[config.mk]
export PLATFORM = sky130hd
export DESIGN_NAME = irq_mask_ctl
export DESIGN_NICKNAME = d
export VERILOG_FILES = /design/src/rtl/irq_mask_pkg.sv /design/src/rtl/irq_mask_ctrl.sv /design/src/rtl/irq_mask_dp.sv /design/src/rtl/irq_mask_ctl.sv
export SDC_FILE = /design/constraint.sdc
export NUM_CORES = 1
export LEC_CHECK = 0
export BUFFER_PORTS_ARGS = -buffer_cell sky130_fd_sc_hd__buf_4
export CAP_MARGIN = 20
export CELL_PAD_IN_SITES_DETAIL_PLACEMENT = 1
export CELL_PAD_IN_SITES_GLOBAL_PLACEMENT = 1
export CORE_ASPECT_RATIO = 2
export CORE_MARGIN = 1
export CORE_UTILIZATION = 34
export DETAILED_ROUTE_END_ITERATION = 7
export PLACE_DENSITY_LB_ADDON = 0.25
export REMOVE_ABC_BUFFERS = 1
export SETUP_SLACK_MARGIN = 0.5
export SYNTH_ARGS = -nofsm -noshare
export SYNTH_HDL_FRONTEND = slang
export SYNTH_SLANG_ARGS = --single-unit
[constraint.sdc]
create_clock -name clk -period 1.5 [get_ports clk]
set_input_delay 0.3 -clock clk [delete_from_list [all_inputs] [get_ports clk]]
set_output_delay 0.3 -clock clk [all_outputs]
set_load 0.05 [all_outputs]
[src/rtl/irq_mask_pkg.sv]
package irq_mask_pkg;
  // Strobes from control to datapath
  typedef struct packed {
    logic clrEn;    // write-one-to-clear of status this cycle
    logic maskEn;   // mask load this cycle
    logic holdOff;  // re-arm gap active, request released
  } ctlStrobe_t;
endpackage

[src/rtl/irq_mask_ctrl.sv]
module irq_mask_ctrl
  import irq_mask_pkg::*;
#(
  parameter int W = 8
) (
  input  logic         clk,
  input  logic         rstN,
  input  logic         wrEn,
  input  logic         wrSel,
  input  logic [W-1:0] wrData,
  input  logic [W-1:0] evtPulse,
  input  logic [W-1:0] statusQ,
  input  logic [W-1:0] maskQ,
  output ctlStrobe_t   stb
);
  logic         clrNow;
  logic [W-1:0] clearedLive;
  logic [W-1:0] remainLive;
  logic         gapNext;
  logic         gapQ;

  assign clrNow = wrEn && !wrSel;

  // Unmasked pending bits that this write actually removes
  assign clearedLive = wrData & statusQ & ~maskQ & ~evtPulse;
  // Unmasked causes still pending after the write
  assign remainLive  = ((statusQ & ~wrData) | evtPulse) & ~maskQ;

  assign gapNext = clrNow && (|clearedLive) && (|remainLive);

  always_ff @(posedge clk or negedge rstN) begin
    if (!rstN) gapQ <= 1'b0;
    else       gapQ <= gapNext;
  end

  always_comb begin
    stb.clrEn   = clrNow;
    stb.maskEn  = wrEn && wrSel;
    stb.holdOff = gapQ;
  end
endmodule

[src/rtl/irq_mask_dp.sv]
module irq_mask_dp
  import irq_mask_pkg::*;
#(
  parameter int W = 8
) (
  input  logic         clk,
  input  logic         rstN,
  input  ctlStrobe_t   stb,
  input  logic [W-1:0] wrData,
  input  logic [W-1:0] evtPulse,
  output logic [W-1:0] statusQ,
  output logic [W-1:0] maskQ,
  output logic         irqOe
);
  localparam logic [W-1:0] AllMasked = '1;

  logic [W-1:0] clrVec;
  logic [W-1:0] liveVec;

  assign clrVec = stb.clrEn ? wrData : '0;

  always_ff @(posedge clk or negedge rstN) begin
    if (!rstN) begin
      statusQ <= '0;
      maskQ   <= AllMasked;
    end else begin
      statusQ <= (statusQ & ~clrVec) | evtPulse;
      if (stb.maskEn) maskQ <= wrData;
    end
  end

  assign liveVec = statusQ & ~maskQ;
  assign irqOe   = (|liveVec) && !stb.holdOff;
endmodule

[src/rtl/irq_mask_ctl.sv]
module irq_mask_ctl
  import irq_mask_pkg::*;
#(
  parameter int NUM_SRC = 8
) (
  input  logic               clk,
  input  logic               rstN,
  input  logic [NUM_SRC-1:0] evtPulse,
  input  logic               wrEn,
  input  logic               wrSel,
  input  logic [NUM_SRC-1:0] wrData,
  output logic [NUM_SRC-1:0] statusRd,
  output logic [NUM_SRC-1:0] maskRd,
  output logic               irqOe,
  output logic               irqData
);
  ctlStrobe_t         stb;
  logic [NUM_SRC-1:0] statusQ;
  logic [NUM_SRC-1:0] maskQ;

  irq_mask_ctrl #(.W(NUM_SRC)) uCtrl (
    .clk(clk), .rstN(rstN), .wrEn(wrEn), .wrSel(wrSel), .wrData(wrData),
    .evtPulse(evtPulse), .statusQ(statusQ), .maskQ(maskQ), .stb(stb)
  );

  irq_mask_dp #(.W(NUM_SRC)) uDp (
    .clk(clk), .rstN(rstN), .stb(stb), .wrData(wrData), .evtPulse(evtPulse),
    .statusQ(statusQ), .maskQ(maskQ), .irqOe(irqOe)
  );

  assign statusRd = statusQ;
  assign maskRd   = maskQ;
  assign irqData  = 1'b0;
endmodule

==> reports/results.ini, run 1 <==
[clock_tree]
ctsHtreeMaxLevel=1
cts_tree=done
clock_latency_ps=260
cts.sinks=17
cts_root_buf=clkbuf_8
cts_buffers=3
clkTransAtPathRegs_ps=70
clock_path_buffers=2

[sta]
fin_skew_ps=1.88
hold_violations=0
setup_tns_ps=-191
fin_ws_ps=-191
finalCritPeriodShare_pct=113
fin_crit_ps=1690
rsz0062_at_grt=yes
setup_viol=1
max_freq_ghz=0.591
slew_violations=0
hold_slack_ps=239

[synthesis]
synth_area_um2=931
yosys.cell_types.count=27
synth_seq_cells=17
synth_top_area_share_pct=24.2
async_reset_ff_share_pct=100
synth_top_cell_by_area=dfrtp_1
yosysWarnings=0
yosysSeqAreaShare_pct=46.8
synth-edff-count=0
synth_commonest_cells=nand2_1, inv_1, a21oi_1, dfrtp_1, dfstp_2
synth.area.top_cells=dfrtp_1, dfstp_2, a21oi_1
ys.flop_type=dfrtp_1
yosysMostFrequentCell=nand2_1
synthCells=96
avgSynthCellArea_um2=9.70

[setup_path]
worstSetupEndpointType=output port
critPathKind=flop to output port
startpoint_type=flop
worstPathRequired_ps=1200
path_max_fanout=2
ff2ff_path_depth=5
cp.arrival_ps=1390
crit_chain=inv_2, a221oi_2, a31oi_1, buf_4
cpPeakStageDelay_ps=540
crit_slowest_cell=dfstp_2

[floorplanning]
start_util_pct=36.2
rows=26
coreArea_um2=2570
io_pins=38
die_h_um=76
die_x_um=39
die_area_um2=2960

[placed_design]
gp_congestion=0.765
placedCellCount=164
dp_hpwl_mm=2.16
io_buffers=36

[global_routing]
first_global_vias=1017
grt_max_degree=18
grt_use_total_pct=22.1
grt_pass1_wl_mm=4.58
antenna_found_initial=0
overflow=0

[finish]
final_util_pct=58.7
nFillCells=292
seq_area_um2=437
multi_input_area_um2=457
fin_nets=167
stdcell_count=174
area_growth_pct=62.1
n_antenna_cell=0
drive_gt1_share_pct=47.9

[drt]
wl_per_cell_um=16.7
dr.pass1.iters=4
vias=912
dr.first_iter.drc_count=10
drc=0
postRouteAntennaNets=0
vias_per_cell=5.24
wirelength_mm=2.91

[outcome]
status=finished with violations
violations=setup timing

[pwr]
power_leakage_nw=0.685
pwr_density_cell_nw_per_um2=987
peakVddDrop_mv=0.581
power_mw=1.49

[hold_path]
hold_path.class=primary input to flop
hold_depth=2

[run]
drv_cap=0

## worst paths after layout
kind / startpoint / end / slack (ps)
max: uDp.maskQ[0]$_DFFE_PN1P_ / irqOe / -190
min: evtPulse[7] / uDp.statusQ[7]$_DFF_PN0_ / 240
max reg2reg: uDp.statusQ[4]$_DFF_PN0_ / uCtrl.gapQ$_DFF_PN0_ / 60
min reg2reg: uDp.maskQ[7]$_DFFE_PN1P_ / uDp.maskQ[7]$_DFFE_PN1P_ / 510
max in group asynchronous: rstN / uDp.maskQ[4]$_DFFE_PN1P_ / 780
min in group asynchronous: rstN / uDp.statusQ[7]$_DFF_PN0_ / 460
## critical path: cells and delay by family, from the launching register on
family	cells	cell delay (ps)
flops	1	540
buf+inv	2	230
compound gates	2	350
## routing by layer
layer | wire (um) | global-route usage, %
met3 | 95 | 4.37
met5 | 0 | 0
met2 | 1740 | 39.5
met4 | 104 | 12.1
met1 | 976 | 21.3
## area by class of cell
cell class              instances  share of cell area [%]
repair buffers                 49                    32.8
multi-input cells              65                    30.3
flip-flops and latches         17                    28.9
clock buffers                   4                    2.99
inverters                      11                    2.74
well taps                      28                    2.32
## through the flow
| step | instance area [um^2] | setup slack [ps] |
|---|---|---|
| floorplan | 915 | -687 |
| global placement | 1270 | 32.4 |
| detailed placement | 1270 | 19.7 |
| CTS | 1480 | -199 |
| global route | 1510 | -238 |
| finish | 1510 | -191 |
## kinds of logic (layout without fill, tap and decap cells)
kind of cell / after synthesis / in the layout / share of synthesized area [%]
compound gates: 31 / 31 / 20.6
buf+inv: 14 / 64 / 6.18
flops: 17 / 17 / 46.8
mux: 3 / 3 / 3.63
other cells: 1 / 1 / 0.403
simple gates: 30 / 30 / 22.4
## cell usage in the layout (no fill, tap or decap), drive strengths merged, types with 2 or more instances in the layout
cell    count
nor4        2
inv        11
clkbuf      4
nand2      12
dfstp       8
buf        48
dfrtp       9
nor2b       6
o21ai       7
or2         2
nor4bb      2
a21oi       9
o22ai       3
a21o        6
and4bb      6
mux2        3
## flip-flops by register name, summed over array words and instances, names as in the netlist
signal,count
uCtrl.gapQ,1
uDp.maskQ,8
uDp.statusQ,8
## power by group
| group | internal [mW] | switching (mW) |
|---|---|---|
| clock network | 0.189 | 0.169 |
| registers | 0.524 | 0.0488 |
| logic | 0.254 | 0.305 |
| total | 0.967 | 0.523 |
## timing repair
item / 4_1_cts / 5_1_grt
pin swaps: 5 / 0
buffers inserted: 3 / 2
setup endpoints to repair: 18 / 19
hold endpoints to repair: 9 / 0
gates resized for setup: 34 / 6
hold buffers: 1 / 0
(Power assumes the default switching activity.)
==> inputs of run 2 (changes only) <==
--- a/config.mk
+++ b/config.mk
@@ -5,13 +5,14 @@
 export SDC_FILE = /design/constraint.sdc
 export NUM_CORES = 1
 export LEC_CHECK = 0
+export ABC_AREA = 1
 export BUFFER_PORTS_ARGS = -buffer_cell sky130_fd_sc_hd__buf_4
 export CAP_MARGIN = 20
 export CELL_PAD_IN_SITES_DETAIL_PLACEMENT = 1
 export CELL_PAD_IN_SITES_GLOBAL_PLACEMENT = 1
 export CORE_ASPECT_RATIO = 2
-export CORE_MARGIN = 1
-export CORE_UTILIZATION = 34
+export CORE_MARGIN = 2
+export CORE_UTILIZATION = 36
 export DETAILED_ROUTE_END_ITERATION = 7
 export PLACE_DENSITY_LB_ADDON = 0.25
 export REMOVE_ABC_BUFFERS = 1
==> constraint.sdc (replaced) <==
create_clock -name clk -period 2.1 [get_ports clk]
set_input_delay 0.42 -clock clk [delete_from_list [all_inputs] [get_ports clk]]
set_output_delay 0.42 -clock clk [all_outputs]
set_load 0.05 [all_outputs]
==> run 2 against run 1 <==
  * Utilization down 6.5 points
  * Cell count up 24%
  * Combinational power down 33%
  * The flow now finishes without violations
  * Sequential power down 31%
  * Register-to-register slack better by 840 ps
  * Synthesized area up 13%
  * Worst hold slack worse by 230 ps
==> reports/results.ini, run 2 <==
[setup_path]
critPathBufInv=1  ; -1
ff2ff_path_depth=8  ; +3
rrSetupSlack_ps=900  ; +840 ps
cp.arrival_ps=1300  ; -90 ps
critPathKind=flop to output port
crit_chain=nor2_1, nor3_2, a21oi_2, buf_6
crit_slowest_cell=dfstp_2
cpPeakStageDelay_ps=550  ; about the same
startpoint_type=flop
crit_family=flip-flops
path_max_fanout=3  ; +1
worstSetupEndpointType=output port
r2r-end=uCtrl.gapQ$_DFF_PN0_
timing.rr.start=uDp.maskQ[5]$_DFFE_PN1P_
worstPathRequired_ps=1680  ; +480 ps

[finish]
multi_input_area_um2=500  ; +9.6%
largestRegisters=uDp.maskQ: 8 flops, uDp.statusQ: 8 flops, uCtrl.gapQ: 1 flops
final_cell_mix=nand2_1, buf_4, inv_1, nor2_1, inv_2
n_antenna_cell=0  ; unchanged
fin_nets=208  ; +25%
mostFrequentLayoutCell=nand2_1
area_growth_pct=37.0
seq_area_um2=435  ; -0.29%
drive_gt1_share_pct=44.9  ; -3.0 points
nFillCells=353  ; +21%
final_area_um2=1450  ; -4.1%

[outcome]
status=complete, no violations

[clock_tree]
cts_root_buf=clkbuf_8
clock_latency_ps=260  ; about the same
cts_tree=done
clkTransAtPathRegs_ps=70  ; about the same
clock_path_buffers=2  ; unchanged
cts.sinks=17  ; unchanged
ctsHtreeMaxLevel=1  ; unchanged
cts_buffers=3  ; unchanged

[sta]
max_freq_ghz=0.580
fin_skew_ps=6.28  ; +4.40 ps
setup_tns_ps=0  ; +191 ps
finalCritPeriodShare_pct=82.1
fin_crit_ps=1720
slew_violations=0  ; unchanged
hold_violations=0  ; unchanged
setup_viol=0  ; -1
rsz0062_at_grt=yes

[global_routing]
overflow=0  ; unchanged
antenna_found_initial=0  ; unchanged
first_global_vias=1123  ; +10%
grt_max_degree=18  ; unchanged
grt_pass1_wl_mm=4.86  ; +6.0%
grt_use_total_pct=19.2  ; -2.9 points

[hold_path]
hold_path.class=primary input to asynchronous set/reset pin

[drt]
dr.pass1.iters=2  ; -2
dr.first_iter.drc_count=6  ; -4
vias=1026  ; +13%
wirelength_mm=3.00  ; +3.0%
wl_per_cell_um=13.9  ; -17%
vias_per_cell=4.75  ; -9.4%
postRouteAntennaNets=0  ; unchanged
drc=0  ; unchanged

[floorplanning]
start_util_pct=38.1  ; +1.9 points
die_h_um=80.6  ; +6.0%
rows=27  ; +3.8%
coreArea_um2=2770  ; +7.8%
die_x_um=42.3  ; +8.4%
die_area_um2=3410  ; +15%
io_pins=38  ; unchanged

[synthesis]
yosysWarnings=0  ; unchanged
yosys.cell_types.count=22  ; -19%
avgSynthCellArea_um2=7.28  ; -25%
ys.flop_type=dfrtp_1
synthCells=145  ; +51%
synth_top_cell_by_area=dfrtp_1
yosysSeqAreaShare_pct=41.2  ; -5.5 points
synth-edff-count=0  ; unchanged
synth_seq_cells=17  ; unchanged
synth_commonest_cells=nand2_1, inv_1, nor2_1, inv_2, dfrtp_1
synth.area.top_cells=dfrtp_1, dfstp_2, nand2_1
synth_area_um2=1060  ; +13%
synth_top_area_share_pct=21.3  ; -2.9 points
async_reset_ff_share_pct=100  ; unchanged
yosysMostFrequentCell=nand2_1

[pwr]
power_leakage_nw=0.817  ; +19%
peakVddDrop_mv=0.358  ; -38%
pwr_density_cell_nw_per_um2=709  ; -28%

[placed_design]
gp_congestion=0.764  ; -0.18%
dp_hpwl_mm=2.39  ; +11%
io_buffers=36  ; unchanged
placed_area_um2=1340  ; +5.6%

[run]
drv_cap=0  ; unchanged

==> run 2: cell count changes after synthesis, moves of 6 or more <==
cell	before	now
nand2_1	12	43
inv_1	11	23
nor2_1	0	12
inv_2	0	10
a21oi_1	9	1
a21boi_0	0	7
nor2_2	0	7
a21o_1	6	0
nor2b_1	6	0
==> run 2: what timing repair did <==
item | in CTS | in global routing
resized for setup | 2 | 4
pin swaps | 2 | 1
setup buffers | 4 | 0
hold buffers | 0 | 0
cloned | 0 | 0
endpoints found under the setup margin | 1 | 1
==> run 2: layout make-up <==
| cell class | instances | share of cell area (%) |
|---|---|---|
| Clock buffer | 3 | 2.85 |
| Tap cell | 29 | 2.51 |
| Multi-Input combinational cell | 93 | 34.6 |
| Sequential cell | 17 | 30.1 |
| Inverter | 33 | 8.56 |
| Clock inverter | 1 | 0.346 |
| Timing Repair Buffer | 40 | 21.0 |
==> run 2: power by group <==
part	internal (mW)	total [mW]	switching (mW)
registers	0.371	0.394	0.0222
clock network	0.132	0.259	0.127
logic	0.132	0.374	0.241
==> run 2: per-stage QoR <==
step                      setup slack (ps)  std cells  power, mW  utilization (%)  hold WS (ps)
after floorplan                      -79.9        143      0.628                -           124
final                                  377        216       1.03             52.2          12.7
after global routing                   309        216       1.08             52.2          23.9
after CTS                              325        216       1.03             51.7          19.2
after global placement                 590        208      0.741             48.5           302
after detailed placement               586        208      0.751             48.5           303
==> run 2: worst max path at each step <==
| stage | startpoint | endpoint | slack (ps) | cells after the start |
|---|---|---|---|---|
| global route | uDp.maskQ[3]$_DFFE_PN1P_ | irqOe | 310 | 4 |
| global placement | uDp.maskQ[0]$_DFFE_PN1P_ | irqOe | 590 | 6 |
| CTS | uDp.maskQ[1]$_DFFE_PN1P_ | irqOe | 320 | 6 |
| finish | uDp.maskQ[6]$_DFFE_PN1P_ | irqOe | 380 | 4 |
| floorplan | uDp.statusQ[1]$_DFF_PN0_ | irqOe | -80 | 6 |
| detailed placement | uDp.maskQ[0]$_DFFE_PN1P_ | irqOe | 590 | 6 |
==> run 2: kinds of logic (layout without fill, tap and decap cells) <==
kind of cell	count (synthesis)	in the layout	share of synthesized area (%)
flip-flops	17	17	41.2
buffers and inverters	35	77	13.5
AO/OA/AOI/OAI	18	18	13.6
other	1	1	0.355
AND/OR/NAND/NOR	74	74	31.3
==> run 2: per-layer routing <==
metal  wire (um)  global-route usage, %
met5           0                      0
met4          60                   8.44
met3         126                   4.49
met2        1770                   38.2
met1        1040                   17.5
==> inputs of run 3 (changes only) <==
--- a/config.mk
+++ b/config.mk
@@ -12,7 +12,7 @@
 export CELL_PAD_IN_SITES_GLOBAL_PLACEMENT = 1
 export CORE_ASPECT_RATIO = 2
 export CORE_MARGIN = 2
-export CORE_UTILIZATION = 36
+export CORE_UTILIZATION = 30
 export DETAILED_ROUTE_END_ITERATION = 7
 export PLACE_DENSITY_LB_ADDON = 0.25
 export REMOVE_ABC_BUFFERS = 1
==> constraint.sdc (replaced) <==
create_clock -name clk -period 1.4 [get_ports clk]
set_input_delay 0.28 -clock clk [delete_from_list [all_inputs] [get_ports clk]]
set_output_delay 0.28 -clock clk [all_outputs]
set_load 0.05 [all_outputs]
==> run 3 against run 2 <==
  * The run now ends with setup timing left
  * Final area grew 12%
  * Sequential power grew 50%
  * Critical path depth is the same
  * Largest cell class unchanged
  * Worst setup slack lost 600 ps
  * Die area grew 18%
  * Utilization shrank 4.1 points
  * Worst hold slack gained 240 ps
  * Highest routed layer unchanged
  * Routed wire length grew 3.6%
  * Sequential share of layout area shrank 3.3 points
==> reports/results.ini, run 3 (same netlist as run 2, synthesis figures left out) <==
[outcome]
status=finished with violations
violations=setup timing

[floorplanning]
die_area_um2=4040  ; +18%
rows=30  ; +11%
coreArea_um2=3380  ; +22%
die_x_um=46.0  ; +8.6%
die_h_um=87.9  ; +9.1%
start_util_pct=31.3  ; -6.9 points
io_pins=38  ; unchanged

[drt]
dr.first_iter.drc_count=3  ; -3
dr.pass1.iters=4  ; +2
route.met3.wl_um=82  ; -35%
m1WireLength_mm=1.04  ; -0.29%
highest_layer=met4
drc=0  ; unchanged
wirelength_mm=3.11  ; +3.6%
vias=1070  ; +4.3%
wl_per_cell_um=13.7  ; -1.5%
postRouteAntennaNets=0  ; unchanged
vias_per_cell=4.71  ; -0.77%
wl_met2_mm=1.93  ; +9.1%

[setup_path]
cpPeakStageDelay_ps=540  ; about the same
crit_chain=nor2_1, nor3_1, a21oi_1, buf_4
path_max_fanout=2  ; -1
startpoint_type=flop
worstPathRequired_ps=1120  ; -560 ps
critPathBufInv=1  ; unchanged
crit_slowest_cell=dfstp_2
crit_family=flip-flops
critPathKind=flop to output port
cp.arrival_ps=1350  ; +50 ps
worstSetupEndpointType=output port

[clock_tree]
cts_buffers=3  ; unchanged
cts_tree=done
clock_latency_ps=250  ; about the same
cts_root_buf=clkbuf_8
clkTransAtPathRegs_ps=70  ; about the same
cts.sinks=17  ; unchanged
ctsHtreeMaxLevel=1  ; unchanged
clock_path_buffers=2  ; unchanged

[sta]
slew_violations=0  ; unchanged
setup_viol=2  ; +2
hold_violations=0  ; unchanged
fin_ws_ps=-227  ; -604 ps
finalCritPeriodShare_pct=116
fin_crit_ps=1630
fin_skew_ps=4.74  ; -1.54 ps
max_freq_ghz=0.614
rsz0062_at_grt=yes
setup_tns_ps=-242  ; -242 ps
hold_slack_ps=257  ; +245 ps

[global_routing]
grt_use_total_pct=17.6  ; -1.6 points
grt_max_degree=18  ; unchanged
grt_pass1_wl_mm=5.16  ; +6.3%
antenna_found_initial=0  ; unchanged
overflow=0  ; unchanged
first_global_vias=1250  ; +11%

[placed_design]
gp_congestion=0.738  ; -3.4%
placedCellCount=216  ; +3.8%
dp_hpwl_mm=2.44  ; +2.2%
placed_area_um2=1390  ; +3.1%
io_buffers=36  ; unchanged

[finish]
n_antenna_cell=0  ; unchanged
area_growth_pct=53.9
mostFrequentLayoutCell=nand2_1
final_area_um2=1630  ; +12%
largestRegisters=uDp.maskQ: 8 flops, uDp.statusQ: 8 flops, uCtrl.gapQ: 1 flops
stdcell_count=227  ; +5.1%
drive_gt1_share_pct=47.2  ; +2.3 points
final_cell_mix=nand2_1, buf_4, inv_1, buf_6
fin_nets=216  ; +3.8%

[hold_path]
hold_path.class=primary input to flop

[pwr]
power_leakage_nw=0.886  ; +8.5%
peakVddDrop_mv=0.624  ; +74%
power_mw=1.64  ; +60%
pwr_density_cell_nw_per_um2=1010  ; +42%

[run]
drv_cap=0  ; unchanged

[run 3: cell types whose count changed in the layout (fill, tap and decap cells not counted), sizes merged]
cell,delta
dlygate4sd3,+1
buf,+7
clkinv,-1
clkbuf,+1
[run 3: through the flow]
| step | setup slack (ps) | util (%) |
|---|---|---|
| after floorplan | -640 | - |
| after global placement | 38.2 | 41.0 |
| after detailed placement | 23.5 | 41.0 |
| after CTS | -255 | 45.8 |
| after global routing | -309 | 48.1 |
| final | -227 | 48.1 |
[run 3: worst min-delay path: stages]
cell	delay, ps
buf_4	120
inv_2	60
o21ai_2	60
[run 3: power breakdown]
group          switching, mW  internal [mW]
clock network          0.173          0.202
logic                  0.385          0.290
registers             0.0344          0.557
total                  0.592           1.05
[run 3: worst paths after layout]
| path | slack [ps] | end | cells past startpoint | from |
|---|---|---|---|---|
| setup / recovery | -230 | irqOe | 4 | uDp.maskQ[6]$_DFFE_PN1P_ |
| hold / removal | 260 | uDp.maskQ[3]$_DFFE_PN1P_ | 3 | wrData[3] |
| setup reg to reg | 160 | uCtrl.gapQ$_DFF_PN0_ | 9 | uDp.maskQ[0]$_DFFE_PN1P_ |
| hold reg to reg | 510 | uDp.maskQ[3]$_DFFE_PN1P_ | 2 | uDp.maskQ[3]$_DFFE_PN1P_ |
| max in group asynchronous | 710 | uDp.maskQ[0]$_DFFE_PN1P_ | 2 | rstN |
| min in group asynchronous | 430 | uDp.statusQ[6]$_DFF_PN0_ | 2 | rstN |
[run 3: routing by layer]
layer | track usage, % | vias up
met5 | 0 | -
met4 | 7.79 | 0
met3 | 2.68 | 4
met2 | 34.2 | 23
met1 | 16.6 | 517
li1 | - | 526
[run 3: final cells by class]
type / instances / area [um^2]
clock buffer: 4 / 45.0
fill: 427 / 1750
inverter: 33 / 124
multi-input combinational: 93 / 498
sequential: 17 / 435
tap: 32 / 40.0
timing repair buffer: 48 / 483
[run 3: what timing repair did]
action,4_1_cts,5_1_grt
setup endpoints to repair,19,21
resized for setup,27,13
setup buffers,1,5
pin swaps,1,4
hold endpoints to repair,9,0
hold buffers,1,0
